### config.mk
export PLATFORM = sky130hd
export DESIGN_NAME = negcycle_tracer
export DESIGN_NICKNAME = d
export VERILOG_FILES = /design/src/rtl/ncd_pkg.sv /design/src/rtl/ncd_dpath.sv /design/src/rtl/ncd_ctrl.sv /design/src/rtl/negcycle_tracer.sv
export SDC_FILE = /design/constraint.sdc
export NUM_CORES = 1
export LEC_CHECK = 0
export ABC_AREA = 1
export BUFFER_PORTS_ARGS = -buffer_cell sky130_fd_sc_hd__buf_2
export CORE_AREA = 2 2 82 163
export DETAILED_ROUTE_END_ITERATION = 6
export DIE_AREA = 0 0 84 165
export GPL_ROUTABILITY_DRIVEN = 0
export PLACE_DENSITY = 0.81
export SYNTH_ARGS = -nofsm -noshare
export SYNTH_HDL_FRONTEND = slang
export SYNTH_HIERARCHICAL = 1
export SYNTH_SLANG_ARGS = --single-unit
### constraint.sdc
create_clock -name clk -period 3.2 [get_ports clk]
set_input_delay 0.96 -clock clk [delete_from_list [all_inputs] [get_ports clk]]
set_output_delay 0.96 -clock clk [all_outputs]
set_load 0.05 [all_outputs]
### src/rtl/ncd_pkg.sv
package ncd_pkg;

  typedef enum logic [2:0] {
    S_IDLE, S_SWEEP, S_TR_RD, S_TR_EV, S_PR_RD, S_PR_EV, S_DONE
  } phase_e;

  // Control to datapath strobes
  typedef struct packed {
    logic clear;
    logic sweep;
    logic traceLoad;
    logic traceMark;
    logic traceAdv;
    logic printLoad;
    logic printEmit;
  } strobe_t;

  // Datapath to control status
  typedef struct packed {
    logic hit;
    logic sweepEnd;
    logic flagged;
    logic predBad;
    logic stepLimit;
    logic predIsEntry;
  } status_t;

endpackage

### src/rtl/ncd_dpath.sv
module ncd_dpath
  import ncd_pkg::*;
#(
  parameter int NUM_V     = 33,
  parameter int AW        = 7,
  parameter int DW        = 32,
  parameter int CW        = 6,
  parameter int XW        = 6,
  parameter int FRAME_ROW = 0,
  localparam int VW       = 1 + AW + DW
) (
  input  logic          clk,
  input  logic          rstN,
  input  strobe_t       stb,
  output status_t       sts,
  output logic [AW-1:0] adjRow,
  output logic [AW-1:0] adjCol,
  input  logic [DW-1:0] adjQ,
  output logic [AW-1:0] vtxAddrA,
  input  logic [VW-1:0] vtxQA,
  output logic          vtxWeA,
  output logic [VW-1:0] vtxDataA,
  output logic [AW-1:0] vtxAddrB,
  input  logic [VW-1:0] vtxQB,
  output logic          frameWe,
  output logic [CW-1:0] frameChar,
  output logic [XW-1:0] frameX,
  output logic [XW-1:0] frameY
);
  localparam int SW = $clog2(NUM_V + 1);
  localparam logic [DW-1:0] INF = {1'b0, {(DW-1){1'b1}}};
  localparam logic [AW-1:0] LAST_V = AW'(NUM_V - 1);

  logic [AW-1:0] srcIdx, dstIdx, pendDst, curV, entryV;
  logic          exhausted, pendValid, pendLast;
  logic [XW-1:0] xPos;
  logic [SW-1:0] stepCnt;

  logic [DW-1:0] srcDist, dstDist;
  logic [AW-1:0] predOfA;
  logic [DW:0]   sumExt;
  logic          unusedQB;

  assign srcDist  = vtxQA[DW-1:0];
  assign dstDist  = vtxQB[DW-1:0];
  assign predOfA  = vtxQA[VW-2:DW];
  assign unusedQB = ^vtxQB[VW-1:DW];
  assign sumExt   = {srcDist[DW-1], srcDist} + {adjQ[DW-1], adjQ};

  always_comb begin
    sts.hit = pendValid && (srcDist != INF) && (adjQ != INF) &&
              ($signed(sumExt) < $signed({dstDist[DW-1], dstDist}));
    sts.sweepEnd    = pendValid && pendLast;
    sts.flagged     = vtxQA[VW-1];
    sts.predBad     = {1'b0, predOfA} >= (AW+1)'(NUM_V);
    sts.stepLimit   = stepCnt == SW'(NUM_V);
    sts.predIsEntry = predOfA == entryV;
  end

  always_ff @(posedge clk or negedge rstN) begin
    if (!rstN) begin
      srcIdx <= '0; dstIdx <= '0; pendDst <= '0; curV <= '0; entryV <= '0;
      exhausted <= 1'b0; pendValid <= 1'b0; pendLast <= 1'b0;
      xPos <= '0; stepCnt <= '0;
    end else begin
      if (stb.clear) begin
        srcIdx <= '0; dstIdx <= '0; exhausted <= 1'b0;
        pendValid <= 1'b0; pendLast <= 1'b0; xPos <= '0; stepCnt <= '0;
      end else if (stb.sweep) begin
        pendValid <= !exhausted;
        pendDst   <= dstIdx;
        pendLast  <= (srcIdx == LAST_V) && (dstIdx == LAST_V);
        if (!exhausted) begin
          if (dstIdx == LAST_V) begin
            dstIdx <= '0;
            if (srcIdx == LAST_V) exhausted <= 1'b1;
            else                  srcIdx <= srcIdx + 1'b1;
          end else begin
            dstIdx <= dstIdx + 1'b1;
          end
        end
      end
      if (stb.traceLoad) begin
        curV <= pendDst;
        stepCnt <= '0;
      end
      if (stb.traceAdv) begin
        curV <= predOfA;
        stepCnt <= stepCnt + 1'b1;
      end
      if (stb.printLoad) entryV <= curV;
      if (stb.printEmit) begin
        curV <= predOfA;
        xPos <= xPos + 1'b1;
      end
    end
  end

  assign adjRow    = srcIdx;
  assign adjCol    = dstIdx;
  assign vtxAddrA  = stb.sweep ? srcIdx : curV;
  assign vtxAddrB  = dstIdx;
  assign vtxWeA    = stb.traceMark;
  assign vtxDataA  = {1'b1, vtxQA[VW-2:0]};
  assign frameWe   = stb.printEmit;
  assign frameChar = CW'(curV);
  assign frameX    = xPos;
  assign frameY    = XW'(FRAME_ROW);

endmodule

### src/rtl/ncd_ctrl.sv
module ncd_ctrl
  import ncd_pkg::*;
(
  input  logic    clk,
  input  logic    rstN,
  input  logic    start,
  input  status_t sts,
  output strobe_t stb,
  output logic    done,
  output logic    noCycle
);
  phase_e state, nextState;
  logic   setNo;

  always_comb begin
    stb       = '0;
    setNo     = 1'b0;
    nextState = state;
    case (state)
      S_IDLE, S_DONE: begin
        if (start) begin
          stb.clear = 1'b1;
          nextState = S_SWEEP;
        end
      end
      S_SWEEP: begin
        stb.sweep = 1'b1;
        if (sts.hit) begin
          stb.traceLoad = 1'b1;
          nextState     = S_TR_RD;
        end else if (sts.sweepEnd) begin
          setNo     = 1'b1;
          nextState = S_DONE;
        end
      end
      S_TR_RD: nextState = S_TR_EV;
      S_TR_EV: begin
        if (sts.flagged) begin
          stb.printLoad = 1'b1;
          nextState     = S_PR_RD;
        end else if (sts.predBad || sts.stepLimit) begin
          setNo     = 1'b1;
          nextState = S_DONE;
        end else begin
          stb.traceMark = 1'b1;
          stb.traceAdv  = 1'b1;
          nextState     = S_TR_RD;
        end
      end
      S_PR_RD: nextState = S_PR_EV;
      S_PR_EV: begin
        stb.printEmit = 1'b1;
        nextState     = sts.predIsEntry ? S_DONE : S_PR_RD;
      end
      default: nextState = S_IDLE;
    endcase
  end

  always_ff @(posedge clk or negedge rstN) begin
    if (!rstN) begin
      state   <= S_IDLE;
      noCycle <= 1'b0;
    end else begin
      state <= nextState;
      if (stb.clear)  noCycle <= 1'b0;
      else if (setNo) noCycle <= 1'b1;
    end
  end

  assign done = state == S_DONE;

endmodule

### src/rtl/negcycle_tracer.sv
module negcycle_tracer
  import ncd_pkg::*;
#(
  parameter int NUM_V     = 33,
  parameter int AW        = 7,
  parameter int DW        = 32,
  parameter int CW        = 6,
  parameter int XW        = 6,
  parameter int FRAME_ROW = 0
) (
  input  logic               clk,
  input  logic               rstN,
  input  logic               start,
  output logic               done,
  output logic               noCycle,
  output logic [AW-1:0]      adjRow,
  output logic [AW-1:0]      adjCol,
  input  logic [DW-1:0]      adjQ,
  output logic [AW-1:0]      vtxAddrA,
  input  logic [AW+DW:0]     vtxQA,
  output logic               vtxWeA,
  output logic [AW+DW:0]     vtxDataA,
  output logic [AW-1:0]      vtxAddrB,
  input  logic [AW+DW:0]     vtxQB,
  output logic               frameWe,
  output logic [CW-1:0]      frameChar,
  output logic [XW-1:0]      frameX,
  output logic [XW-1:0]      frameY
);
  strobe_t stb;
  status_t sts;

  ncd_ctrl u_ctrl (
    .clk(clk), .rstN(rstN), .start(start), .sts(sts),
    .stb(stb), .done(done), .noCycle(noCycle)
  );

  ncd_dpath #(
    .NUM_V(NUM_V), .AW(AW), .DW(DW), .CW(CW), .XW(XW), .FRAME_ROW(FRAME_ROW)
  ) u_dpath (
    .clk(clk), .rstN(rstN), .stb(stb), .sts(sts),
    .adjRow(adjRow), .adjCol(adjCol), .adjQ(adjQ),
    .vtxAddrA(vtxAddrA), .vtxQA(vtxQA), .vtxWeA(vtxWeA), .vtxDataA(vtxDataA),
    .vtxAddrB(vtxAddrB), .vtxQB(vtxQB),
    .frameWe(frameWe), .frameChar(frameChar), .frameX(frameX), .frameY(frameY)
  );

endmodule

==> impl_metrics.ini <==
[run_status]
status = finished, violations left
violations = design-rule violations, negative setup slack

[worst_setup_path]
crit_path_frequent_cell = nand3_2
cp_max_fo = 4
reg2reg_setup_slack_ns = 0.63
worst_ep_required_time_ns = 3.39
critPathLaunchType = primary input
worst_setup_path_end_kind = flip-flop
cpPeakStageDelay_ns = 0.36
critPathSlowestCell = fa_2
crit_arrival_ns = 4.63
critPathKind = in -> reg

[logic_synthesis]
synthCells = 1006
syn_area_um2 = 6578
synth_top_family_by_area = simple AND/OR/NAND/NOR gates
synth_area_leaders = dfrtp_1, ha_1, nand2_1
synth.top_cell.area_share = 0.2054
synth_ff_type = dfrtp_1
synth_xor_area_frac = 0.04660
synth.avg_cell_area_um2 = 6.538
yosys.area.top_type = dfrtp_1
synthMuxAreaShare = 0
synth-compound-area-share = 0.1316
yosysWarnings = 6
synthArstFlopShare = 1.000
synth_edf_count = 0
synth-seq-area-share = 0.2054
synth-adder-area-share = 0.1400
yosys_register_bits = 54
synth_cell_types = 48
synth-simple-area-share = 0.3057

[grt]
grt_pass1_wl_mm = 38.61
grt_pass1_vias = 8218
grt_max_degree = 44
overflow = 0
grt_antenna_before_repair = 1
track_usage = 0.3549

[job]
cap_violations = 0

[final_layout]
syn_to_final_growth_pct = 46.36
finalInstanceArea_um2 = 9627
nets = 1465
multi_input_area_um2 = 5251
layout_common_cells = nand2_1, buf_2, inv_1, buf_4, nor2_1
final_util = 0.7668
n_fill_cell = 832
final_common_cell = nand2_1
drive_gt1_frac = 0.4460
regArea_um2 = 1351

[sta]
report.final.setup_viol = 17
finalHoldViolCount = 0
period_minus_slack_ns = 4.444
rsz0062_at_grt = true
worst_slew_pin_slew_ns = 0.9729
clock_skew_ns = 0.005424
slew_violations = 0
slew_headroom = 0.3514
fmax_mhz = 225.0
post-route-period-util = 1.389
setup_slack_ns = -1.244

[placed_design]
io_buffers = 189
hpwlAfterDp_mm = 18.54
place_area_um2 = 8187
pre_cts_ws_ns = -1.385

[floorplan]
coreArea_um2 = 12550
io_pins = 205
die_area_um2 = 13860
die-height_um = 165
die_w_um = 84
initial_core_util = 0.5239
fp-row-count = 58

[power_and_ir_drop]
peakVddDrop_mv = 0.6417
p_leak_nw = 4.975
p_per_area_nw_per_um2 = 552.8

[route]
detail-route-antenna-nets = 0
drtIter0Drc = 714
firstDrtPassIters = 7
vias_per_cell = 5.871
wl_mm = 28.11
wl_per_cell_um = 19.67
drc_errors = 2
num_vias = 8389

[clock_tree]
root_buffer = clkbuf_16
cts_buffers = 5
clock_path_buffers = 2
clock-sinks = 54
holdBufCountCts = 0
clkTransAtPathRegs_ns = 0.07
clk_latency_ns = 0.30
cts_tree = done
htree_levels = 2

[hold_path]
hp-class = reg -> reg
-- flip-flops by register name, indices dropped and copies added, names as in the netlist, 3 cells and up --
| signal | cells |
|---|---|
| u_dpath/curV | 7 |
| u_dpath/adjRow | 7 |
| u_dpath/stepCnt | 6 |
| u_dpath/entryV | 7 |
| u_dpath/pendDst | 7 |
| u_dpath/adjCol | 7 |
| u_ctrl/state | 3 |
| u_dpath/frameX | 6 |
-- kinds of logic (layout without fill, tap and decap cells) --
family,after synthesis,count (layout)
other,2,8
AO/OA/AOI/OAI,151,151
AND/OR/NAND/NOR,459,459
buffers and inverters,232,499
flip-flops,54,54
XOR/XNOR,35,35
adder cells (fa/ha/maj),73,73
-- routing by layer --
metal | wire [um] | global-route usage | part of all wire | vias up
met1 | 8105 | 0.3012 | 0.29 | 3791
li1 | - | - | - | 3735
met2 | 14430 | 0.6836 | 0.51 | 605
met4 | 3287 | 0.3328 | 0.12 | 0
met3 | 2291 | 0.05097 | 0.081 | 258
met5 | 0 | 0 | 0 | -
-- Yosys cell counts (2+ instances only) --
cell	count
nor2_1	91
nor3_2	2
buf_4	64
clkbuf_1	4
nor3_1	16
o21ai_2	2
inv_1	156
inv_2	6
conb_1	2
o22ai_1	6
a21o_1	2
ha_1	72
nand2_2	12
dfrtp_1	54
o21bai_1	3
a31oi_1	2
o211ai_1	2
nor2_2	5
or2_1	2
nand4_1	24
o21ai_0	56
o221ai_1	5
xor2_1	30
nand2_1	237
o21ai_1	4
xnor2_1	5
nand3_1	56
a21oi_1	61
nor4_1	3
nand3b_1	4
-- where the power goes --
part           leakage, nW  total (W)  internal, W  switching (W)
combinational         4.19    0.00365      0.00121        0.00244
sequential           0.711    0.00110     0.000879       0.000218
clock               0.0735   0.000578     0.000315       0.000263
total                 4.98    0.00532      0.00240        0.00292
-- critical path, delay by kind of cell --
family	cells	cell delay, ns
xor gates and xnor gates	1	0.09
adders and majority gates	3	0.80
buffers and inverters	6	0.58
AOI/OAI and AO/OA	1	0.17
and+or+nand+nor	20	2.01
-- per-stage QoR --
stage	setup TNS, ns	total power [W]	cells	hold WS, ns
after floorplan	-9.458	0.003206	1011	0.4494
after global placement	-19.77	0.004026	1402	0.4678
after detailed placement	-20.36	0.004082	1402	0.4795
after CTS	-12.43	0.004957	1425	0.5085
after global routing	-20.17	0.005603	1428	0.5599
final	-17.26	0.005322	1429	0.5370
-- worst paths after layout --
kind | startpoint | to | cells after the start
max | adjQ[0] | u_dpath/stepCnt[5]$_DFFE_PN0P_ | 31
min | u_dpath/pendLast$_DFFE_PN0P_ | u_dpath/pendLast$_DFFE_PN0P_ | 2
max reg2reg | u_dpath/stepCnt[1]$_DFFE_PN0P_ | u_dpath/curV[0]$_DFFE_PN0P_ | 12
min reg2reg | u_dpath/pendLast$_DFFE_PN0P_ | u_dpath/pendLast$_DFFE_PN0P_ | 2
max in group asynchronous | rstN | u_dpath/entryV[0]$_DFFE_PN0P_ | 2
min in group asynchronous | rstN | u_dpath/frameX[1]$_DFFE_PN0P_ | 1
-- timing repair --
action | 4_1_cts | 5_1_grt
endpoints found under the hold margin | 0 | 0
endpoints found under the setup margin | 17 | 18
cloned | 0 | 0
gates resized for setup | 144 | 117
buffers inserted | 16 | 8
pin swaps | 60 | 44
-- area by class of cell --
class / instances / share of cell area
Multi-Input combinational cell: 725 / 0.5455
Antenna cell: 1 / 0.0002599
Clock inverter: 2 / 0.001690
Timing Repair Buffer: 328 / 0.2139
Tap cell: 150 / 0.01950
Sequential cell: 54 / 0.1404
Clock buffer: 6 / 0.01443
Inverter: 163 / 0.06434
Power figures use the tool's default switching activity.
